## config.mk

```make
export PLATFORM = sky130hd
export DESIGN_NAME = alu_ccu
export DESIGN_NICKNAME = d
export VERILOG_FILES = /design/src/rtl/alu_ccu_pkg.sv /design/src/rtl/alu_ccu_datapath.sv /design/src/rtl/alu_ccu_flags.sv /design/src/rtl/alu_ccu_cond.sv /design/src/rtl/alu_ccu.sv
export SDC_FILE = /design/constraint.sdc
export NUM_CORES = 1
export LEC_CHECK = 0
export ABC_CLOCK_PERIOD_IN_PS = 5430
export BUFFER_PORTS_ARGS = -buffer_cell sky130_fd_sc_hd__buf_4
export CORE_ASPECT_RATIO = 1.25
export CORE_UTILIZATION = 40
export DETAILED_ROUTE_END_ITERATION = 10
export PLACE_DENSITY = 0.6
export SETUP_SLACK_MARGIN = 0.4
export SLEW_MARGIN = 40
export SYNTH_ARGS = -nofsm -noshare
export SYNTH_HDL_FRONTEND = slang
export SYNTH_SLANG_ARGS = --single-unit
```

## constraint.sdc

```tcl
create_clock -name clk -period 5.43 [get_ports clk]
set_input_delay 1.086 -clock clk [delete_from_list [all_inputs] [get_ports clk]]
set_output_delay 1.086 -clock clk [all_outputs]
set_load 0.05 [all_outputs]
```

## src/rtl/alu_ccu_pkg.sv

```systemverilog
package alu_ccu_pkg;
  localparam int unsigned FUNC_W = 4;

  localparam logic [FUNC_W-1:0] OP_ADD = 4'd0;
  localparam logic [FUNC_W-1:0] OP_SUB = 4'd1;
  localparam logic [FUNC_W-1:0] OP_AND = 4'd2;
  localparam logic [FUNC_W-1:0] OP_XOR = 4'd3;
  localparam int unsigned NUM_OPS = 4;

  localparam logic [FUNC_W-1:0] CC_ALWAYS = 4'd0;
  localparam logic [FUNC_W-1:0] CC_LE     = 4'd1;
  localparam logic [FUNC_W-1:0] CC_LT     = 4'd2;
  localparam logic [FUNC_W-1:0] CC_EQ     = 4'd3;
  localparam logic [FUNC_W-1:0] CC_NE     = 4'd4;
  localparam logic [FUNC_W-1:0] CC_GE     = 4'd5;
  localparam logic [FUNC_W-1:0] CC_GT     = 4'd6;
  localparam int unsigned NUM_CONDS = 7;

  typedef struct packed {
    logic zf;
    logic sf;
    logic of;
  } flags_t;

  localparam flags_t FLAGS_RESET = '{zf: 1'b1, sf: 1'b0, of: 1'b0};
endpackage

```

## src/rtl/alu_ccu_datapath.sv

```systemverilog
module alu_ccu_datapath
  import alu_ccu_pkg::*;
#(
  parameter int unsigned W = 32
) (
  input  logic [FUNC_W-1:0] func,
  input  logic [W-1:0]      a,
  input  logic [W-1:0]      b,
  output logic [W-1:0]      result,
  output logic              legal,
  output flags_t            next_flags
);
  localparam int unsigned MSB = W - 1;

  logic [W-1:0] sum;
  logic [W-1:0] diff;
  logic         add_ovf;
  logic         sub_ovf;

  assign sum  = a + b;
  assign diff = b - a;
  assign add_ovf = (a[MSB] == b[MSB]) && (sum[MSB] != a[MSB]);
  assign sub_ovf = (a[MSB] != b[MSB]) && (diff[MSB] != b[MSB]);
  assign legal = (func < FUNC_W'(NUM_OPS));

  always_comb begin
    result        = '0;
    next_flags.of = 1'b0;
    case (func)
      OP_ADD: begin result = sum;  next_flags.of = add_ovf; end
      OP_SUB: begin result = diff; next_flags.of = sub_ovf; end
      OP_AND: result = a & b;
      OP_XOR: result = a ^ b;
      default: result = '0;
    endcase
    next_flags.zf = (result == '0);
    next_flags.sf = result[MSB];
  end
endmodule

```

## src/rtl/alu_ccu_flags.sv

```systemverilog
module alu_ccu_flags
  import alu_ccu_pkg::*;
#(
  parameter int unsigned W = 32
) (
  input  logic              clk,
  input  logic              rst_n,
  input  logic              commit,
  input  logic [FUNC_W-1:0] func,
  input  logic [W-1:0]      result,
  input  flags_t            next_flags,
  output flags_t            flags
);
  always_ff @(posedge clk or negedge rst_n) begin
    if (!rst_n)      flags <= FLAGS_RESET;
    else if (commit) flags <= next_flags;
  end

  a_r4_zf_from_result: assert property (@(posedge clk) disable iff (!rst_n)
    commit |=> (flags.zf == ($past(result) == '0)));
  a_r4_sf_from_result: assert property (@(posedge clk) disable iff (!rst_n)
    commit |=> (flags.sf == $past(result[W-1])));
  a_r4_logic_of_clear: assert property (@(posedge clk) disable iff (!rst_n)
    (commit && (func == OP_AND || func == OP_XOR)) |=> !flags.of);
  a_r5_hold_flags: assert property (@(posedge clk) disable iff (!rst_n)
    !commit |=> $stable(flags));
endmodule

```

## src/rtl/alu_ccu_cond.sv

```systemverilog
module alu_ccu_cond
  import alu_ccu_pkg::*;
(
  input  logic              clk,
  input  logic              rst_n,
  input  logic [FUNC_W-1:0] cond_func,
  input  flags_t            flags,
  output logic              cond_true
);
  localparam int unsigned TABLE_N = 1 << FUNC_W;

  logic               lt;
  logic [TABLE_N-1:0] table_hit;

  assign lt = flags.sf ^ flags.of;

  always_comb begin
    table_hit        = '0;
    table_hit[CC_ALWAYS] = 1'b1;
    table_hit[CC_LE]     = lt | flags.zf;
    table_hit[CC_LT]     = lt;
    table_hit[CC_EQ]     = flags.zf;
    table_hit[CC_NE]     = ~flags.zf;
    table_hit[CC_GE]     = ~lt;
    table_hit[CC_GT]     = ~lt & ~flags.zf;
  end

  assign cond_true = table_hit[cond_func];

  a_r7_always_true: assert property (@(posedge clk) disable iff (!rst_n)
    (cond_func == CC_ALWAYS) |-> cond_true);
  a_r7_le_is_lt_or_eq: assert property (@(posedge clk) disable iff (!rst_n)
    (cond_func == CC_LE) |-> (cond_true == (table_hit[CC_LT] | table_hit[CC_EQ])));
  a_r7_ge_gt_consistent: assert property (@(posedge clk) disable iff (!rst_n)
    (cond_func == CC_GT && cond_true) |-> table_hit[CC_GE] && table_hit[CC_NE]);
  a_r8_unknown_false: assert property (@(posedge clk) disable iff (!rst_n)
    (cond_func >= FUNC_W'(NUM_CONDS)) |-> !cond_true);
endmodule

```

## src/rtl/alu_ccu.sv

```systemverilog
module alu_ccu
  import alu_ccu_pkg::*;
#(
  parameter int unsigned W = 32
) (
  input  logic              clk,
  input  logic              rst_n,
  input  logic              op_valid,
  input  logic [FUNC_W-1:0] op_func,
  input  logic [W-1:0]      op_a,
  input  logic [W-1:0]      op_b,
  output logic [W-1:0]      op_result,
  input  logic [FUNC_W-1:0] cond_func,
  output logic              cond_true,
  output logic              flag_zf,
  output logic              flag_sf,
  output logic              flag_of
);
  logic   legal;
  logic   commit;
  flags_t next_flags;
  flags_t flags;

  alu_ccu_datapath #(.W(W)) u_dp (
    .func       (op_func),
    .a          (op_a),
    .b          (op_b),
    .result     (op_result),
    .legal      (legal),
    .next_flags (next_flags)
  );

  assign commit = op_valid & legal;

  alu_ccu_flags #(.W(W)) u_flags (
    .clk        (clk),
    .rst_n      (rst_n),
    .commit     (commit),
    .func       (op_func),
    .result     (op_result),
    .next_flags (next_flags),
    .flags      (flags)
  );

  alu_ccu_cond u_cond (
    .clk       (clk),
    .rst_n     (rst_n),
    .cond_func (cond_func),
    .flags     (flags),
    .cond_true (cond_true)
  );

  assign flag_zf = flags.zf;
  assign flag_sf = flags.sf;
  assign flag_of = flags.of;

  a_r9_illegal_zero: assert property (@(posedge clk) disable iff (!rst_n)
    (op_func >= FUNC_W'(NUM_OPS)) |-> (op_result == '0));
endmodule

```

# ---- Word level (Yosys, flattened, before mapping)
# Index checks and enable logic that the tools add are counted.
dict set report classes {
  addsub 2
  eq_ne 7
  magnitude_cmp 2
  muxes 4
  bitwise_logic 8
  reduce_logical 4
}
# operator n
set ops {}
lappend ops {{32-bit one-hot mux with 4 select lines} 1}
lappend ops {{32-bit adder} 1}
lappend ops {{32-bit bitwise AND} 1}
lappend ops {{32-bit logical NOT} 1}
lappend ops {{32-bit subtractor} 1}
lappend ops {{32-bit bitwise XOR} 1}
lappend ops {{4-bit by 2-bit equality test with 1-bit output, second input constant} 2}
lappend ops {{4-bit by 5-bit < comparator with 1-bit output, second input constant} 1}
lappend ops {{1-bit binary-select mux with 4-bit select} 1}
lappend ops {{4-bit by 1-bit equality test with 1-bit output, second input constant} 1}
lappend ops {{4-bit logical NOT} 1}
lappend ops {{4-bit by 3-bit < comparator with 1-bit output, second input constant} 1}
lappend ops {{1-bit != test} 3}
lappend ops {{1-bit bitwise AND} 2}
lappend ops {{1-bit logical AND} 2}
lappend ops {{1-bit inverter} 2}
lappend ops {{1-bit one-hot mux with 2 select lines} 1}
lappend ops {{1-bit equality test} 1}
lappend ops {{1-bit 2-to-1 mux} 1}
lappend ops {{1-bit bitwise OR} 1}
lappend ops {{1-bit bitwise XOR} 1}
dict set report totals {
  out_inout_bits 36
  ff_bits 3
  in_bits 75
}

# ---- Depth between registers and ports, before layout
dict set report depth {
  ltp_word 5
  ltp_mapped 15
}

# ---- By module
# Synthesis repeated with hierarchy kept, for this count alone.
dict set report unflattened {
  cells_unflattened 782
  area_unflattened_um2 5038.6
}
# module area_per_inst_um2 n_inst cells_per_inst seq_area_each_um2
set modules_own_cells {}
lappend modules_own_cells {alu_ccu_datapath 4848.4 1 764 0.0}
lappend modules_own_cells {alu_ccu_flags 110.1 1 6 76.3}
lappend modules_own_cells {alu_ccu_cond 73.8 1 11 0.0}
lappend modules_own_cells {alu_ccu 6.3 1 1 0.0}

# ---- Least setup slack after synthesis
# Ideal clock, no wire load.
dict set report synth_timing {
  path_type {input -> output}
  start {in op_a[15]}
  end {out op_result[29]}
  t_arrival_ps 4082
  path_stages 11
  path_buffers 1
  slack_ps 262
  required_ps 4344
  cell_sequence {inv_1 -> ha_1 -> clkbuf_8 -> or2_2 -> o2111ai_1 -> o221ai_1 -> o21bai_1 -> a21oi_1 -> o31ai_1 -> mux2i_1 -> o21ai_0}
}
dict set report synth_between {
  elab_chain_len 2
}
# item line_no
set synth_lines {}
lappend synth_lines {{start: declaration} alu_ccu.sv:10} ;# input logic [W-1:0] op_a,
lappend synth_lines {{32-bit subtractor / 32-bit adder (equally long branches)} {alu_ccu_datapath.sv:21, alu_ccu_datapath.sv:20}}
lappend synth_lines {{32-bit one-hot mux with 4 select lines (*)} alu_ccu_datapath.sv:29} ;# case (func)
lappend synth_lines {{end: declaration} alu_ccu.sv:12} ;# output logic [W-1:0] op_result,
# Mark *: on every way between the ends. The rest lies on a longest branch, timed or not.

# ---- Worst setup path after layout
dict set report layout_timing {
  start {in op_a[0]}
  end {out op_result[26]}
}
# Same word-level chain as after synthesis.

==> impl_metrics.ini <==
[routing]
drt_iter0_drc = 586
vias_per_cell = 6.34
drc = 0
finalWirelength_um = 22600
wl_per_cell_um = 20.4
antenna_left = 0
dr_total_vias = 7050
first_pass_iters = 7

[power_and_ir_drop]
internal_power_w = 0.000454
seqPwrFrac_pct = 2.6
p_sw_share_pct = 55.9
p_per_area_nw_per_um2 = 147
leakage_nw = 3.10
clockPowerShare_pct = 11.9
p_switching_w = 0.000576
power_w = 0.00103
peakVddDrop_mv = 0.113
p_comb_share_pct = 85.5

[die]
core_area_um2 = 13800
die-area_um2 = 14500
die-height_um = 135
num_rows = 48
die_x_um = 108
pin_count = 111
initial_utilization_pct = 40.8

[clocking]
tritoncts = built
clock_sink_count = 3
clk_latency_ns = 0.23
root_buffer = clkbuf_16
clk_path_buf_depth = 2
cts_buffers = 3
ctsHtreeMaxLevel = 1
clk_pin_slew_worst_paths_ns = 0.03

[critical_path]
cpLargestDelayFamily = compound AO/OA/AOI/OAI gates
cp_slowest_cell = fa_1
critPathBufInv = 5
startpoint_type = primary input
cp.depth = 15
cp_data_arrival_time_ns = 3.90
reg2reg_depth = 1
rr_endpoint = u_flags.flags[1]
critPathRequiredTime_ns = 4.34
critical_path.endpoint = op_result[26]
crit_path_cell_trace = buf_4 -> ha_1 -> inv_1 -> fa_1 -> nor2_1 -> o311ai_4 -> nand2_1 -> a21oi_1 -> a21oi_2 -> o31ai_1 -> and2_1 -> a2111oi_2 -> buf_4 -> inv_1 -> buf_4
path_class = in -> out
critPathMaxFanout = 5
max_stage_delay_ns = 0.42
worst_setup_path_end_kind = primary output
rr_startpoint = u_flags.flags[1]
ff2ff_setup_slack_ns = 4.64
crit_path_frequent_cell = buf_4
startpoint = op_a[0]

[synthesis]
synth_edf_count = 0
synth.avg_cell_area_um2 = 6.81
synth_fa_ha_area_share_pct = 15.0
synth_compound_area_share_pct = 39.8
yosys_most_used_dff = dfrtp_1
synth_top_family_by_area = compound AO/OA/AOI/OAI gates
synth_seq_cells = 3
synth_nets = 966
yosysSeqAreaShare_pct = 1.36
ys_warn_count = 0
ys_types = 107
synth_area_um2 = 5620
syn_inst = 825
synth-simple-area-share_pct = 28.0
synth.area.mux_share_pct = 2.58
synth_xor_area_share_pct = 2.65
ys_async_sr_fraction_pct = 100

[cells_and_area]
top_regs = u_flags.flags: 3 flops
most-common-layout-cells = buf_4, nand2_1, nor2_1
final_nets = 1079
area_growth_pct = 24.5
multi_input_area_um2 = 5180
final_common_cell = buf_4
seqCellArea_um2 = 76.3
finalInstanceArea_um2 = 6990
fill_cells = 1463
largest_register = u_flags.flags
final_layout_size_suffix_gt1_share_pct = 26.0
largest_register_ffs = 3
n_antenna_cell = 0

[sta]
max_slew.worst_pin.slew_ns = 0.683
setup-tns-final_ns = 0
rsz0062_at_grt = yes
setup_viol = 0
maxSlewViolCount = 0
holdWs_ns = 0.531
period_minus_slack_ns = 4.98
finClkSkew_ns = 0
fin_crit_sh_pct = 91.7
hold_viol_final = 0
max_freq_mhz = 201
fin_ws_ns = 0.449
slew_headroom_pct = 54.0

[placed_design]
dp_slack_ns = 0.153
place_area_um2 = 6630
dp_hpwl_um = 17900
gp_congestion = 1.01
io_buffers = 110

[grt]
track_usage_pct = 30.5
grt.overflow.total = 0
antenna_found_initial = 0
grt_pass1_wl_um = 34900
grt_max_degree = 33
grt_pass1_vias = 6646

[outcome]
run_status = complete, no violations

[flow_run]
drv_cap = 0

[hold_path]
hp-class = reg -> reg
-- through the flow --
stage,utilization [%],std cells
4_1_cts,49.1,1107
3_3_place_gp,48.2,1102
5_1_grt,50.9,1112
2_1_floorplan,-,825
6_report,50.9,1112
3_5_place_dp,48.2,1102
-- logic make-up after synthesis --
group	Yosys count
compound gates	305
flops	3
buf+inv	117
mux	13
xor+xnor	17
simple gates	304
fa+ha+maj	66
-- repair_timing --
item | CTS | global route
hold buffers | 0 | 0
endpoints found under the setup margin | 3 | 9
gates resized for setup | 13 | 42
pin swaps | 4 | 11
buffers inserted | 1 | 5
-- cell usage after synthesis, drive strengths merged (6+ instances only) --
cell type  count  area share (%)
a2111oi        6             1.1
a211o          7             1.1
a211oi        16             2.4
a21boi         6            0.80
a21o          13             1.7
a21oi         67             6.3
a221oi         9             1.8
a22o           6            0.96
a31oi         10             1.1
buf           19             2.1
clkbuf        29             3.9
ha            64              14
inv           67             4.5
mux2i         10             1.8
nand2         74             4.9
nand2b        14             1.6
nand3         17             1.6
nand4         17             1.9
nor2          79             5.5
nor2b         12             1.5
nor3          25             2.4
nor4          17             1.9
o211a          8             1.4
o211ai        14             1.9
o21a           8             1.2
o21ai         52             4.7
o21bai         7            0.94
o221ai         8             1.2
o22ai          6            0.67
o31ai         13             1.8
or2            6            0.71
or3           10             1.1
xnor2         16             2.5
-- power by group through the flow --
| stage | sequential (W) | clock (W) | combinational [W] |
|---|---|---|---|
| 2_1_floorplan | 0.0000347 | 0 | 0.000563 |
| 3_3_place_gp | 0.0000271 | 0 | 0.000818 |
| 3_5_place_dp | 0.0000270 | 0 | 0.000817 |
| 4_1_cts | 0.0000267 | 0.000123 | 0.000828 |
| 5_1_grt | 0.0000269 | 0.000124 | 0.000941 |
| 6_report | 0.0000267 | 0.000122 | 0.000881 |
-- worst min path at each step --
stage / from / endpoint / slack (ns) / cells past startpoint
global placement: u_flags.flags[0] / u_flags.flags[0] / 0.54 / 2
detailed placement: u_flags.flags[0] / u_flags.flags[0] / 0.53 / 2
finish: u_flags.flags[0] / u_flags.flags[0] / 0.53 / 2
global route: u_flags.flags[2] / u_flags.flags[2] / 0.56 / 1
CTS: u_flags.flags[0] / u_flags.flags[0] / 0.54 / 2
floorplan: u_flags.flags[2] / u_flags.flags[2] / 0.64 / 1
-- per-layer routing --
layer	track usage (%)	routed length [um]
met2	50.4	10600
met3	3.28	1750
met4	16.3	1150
met1	38.4	9160
met5	0	0
-- final cells by class --
cell class                      count  share of cell area, %
Clock buffer                        4                   1.13
Inverter                           69                   3.70
Multi-Input combinational cell    705                   74.0
Sequential cell                     3                   1.09
Tap cell                          175                   3.13
Timing Repair Buffer              156                   16.9
Power figures use the tool's default switching activity.
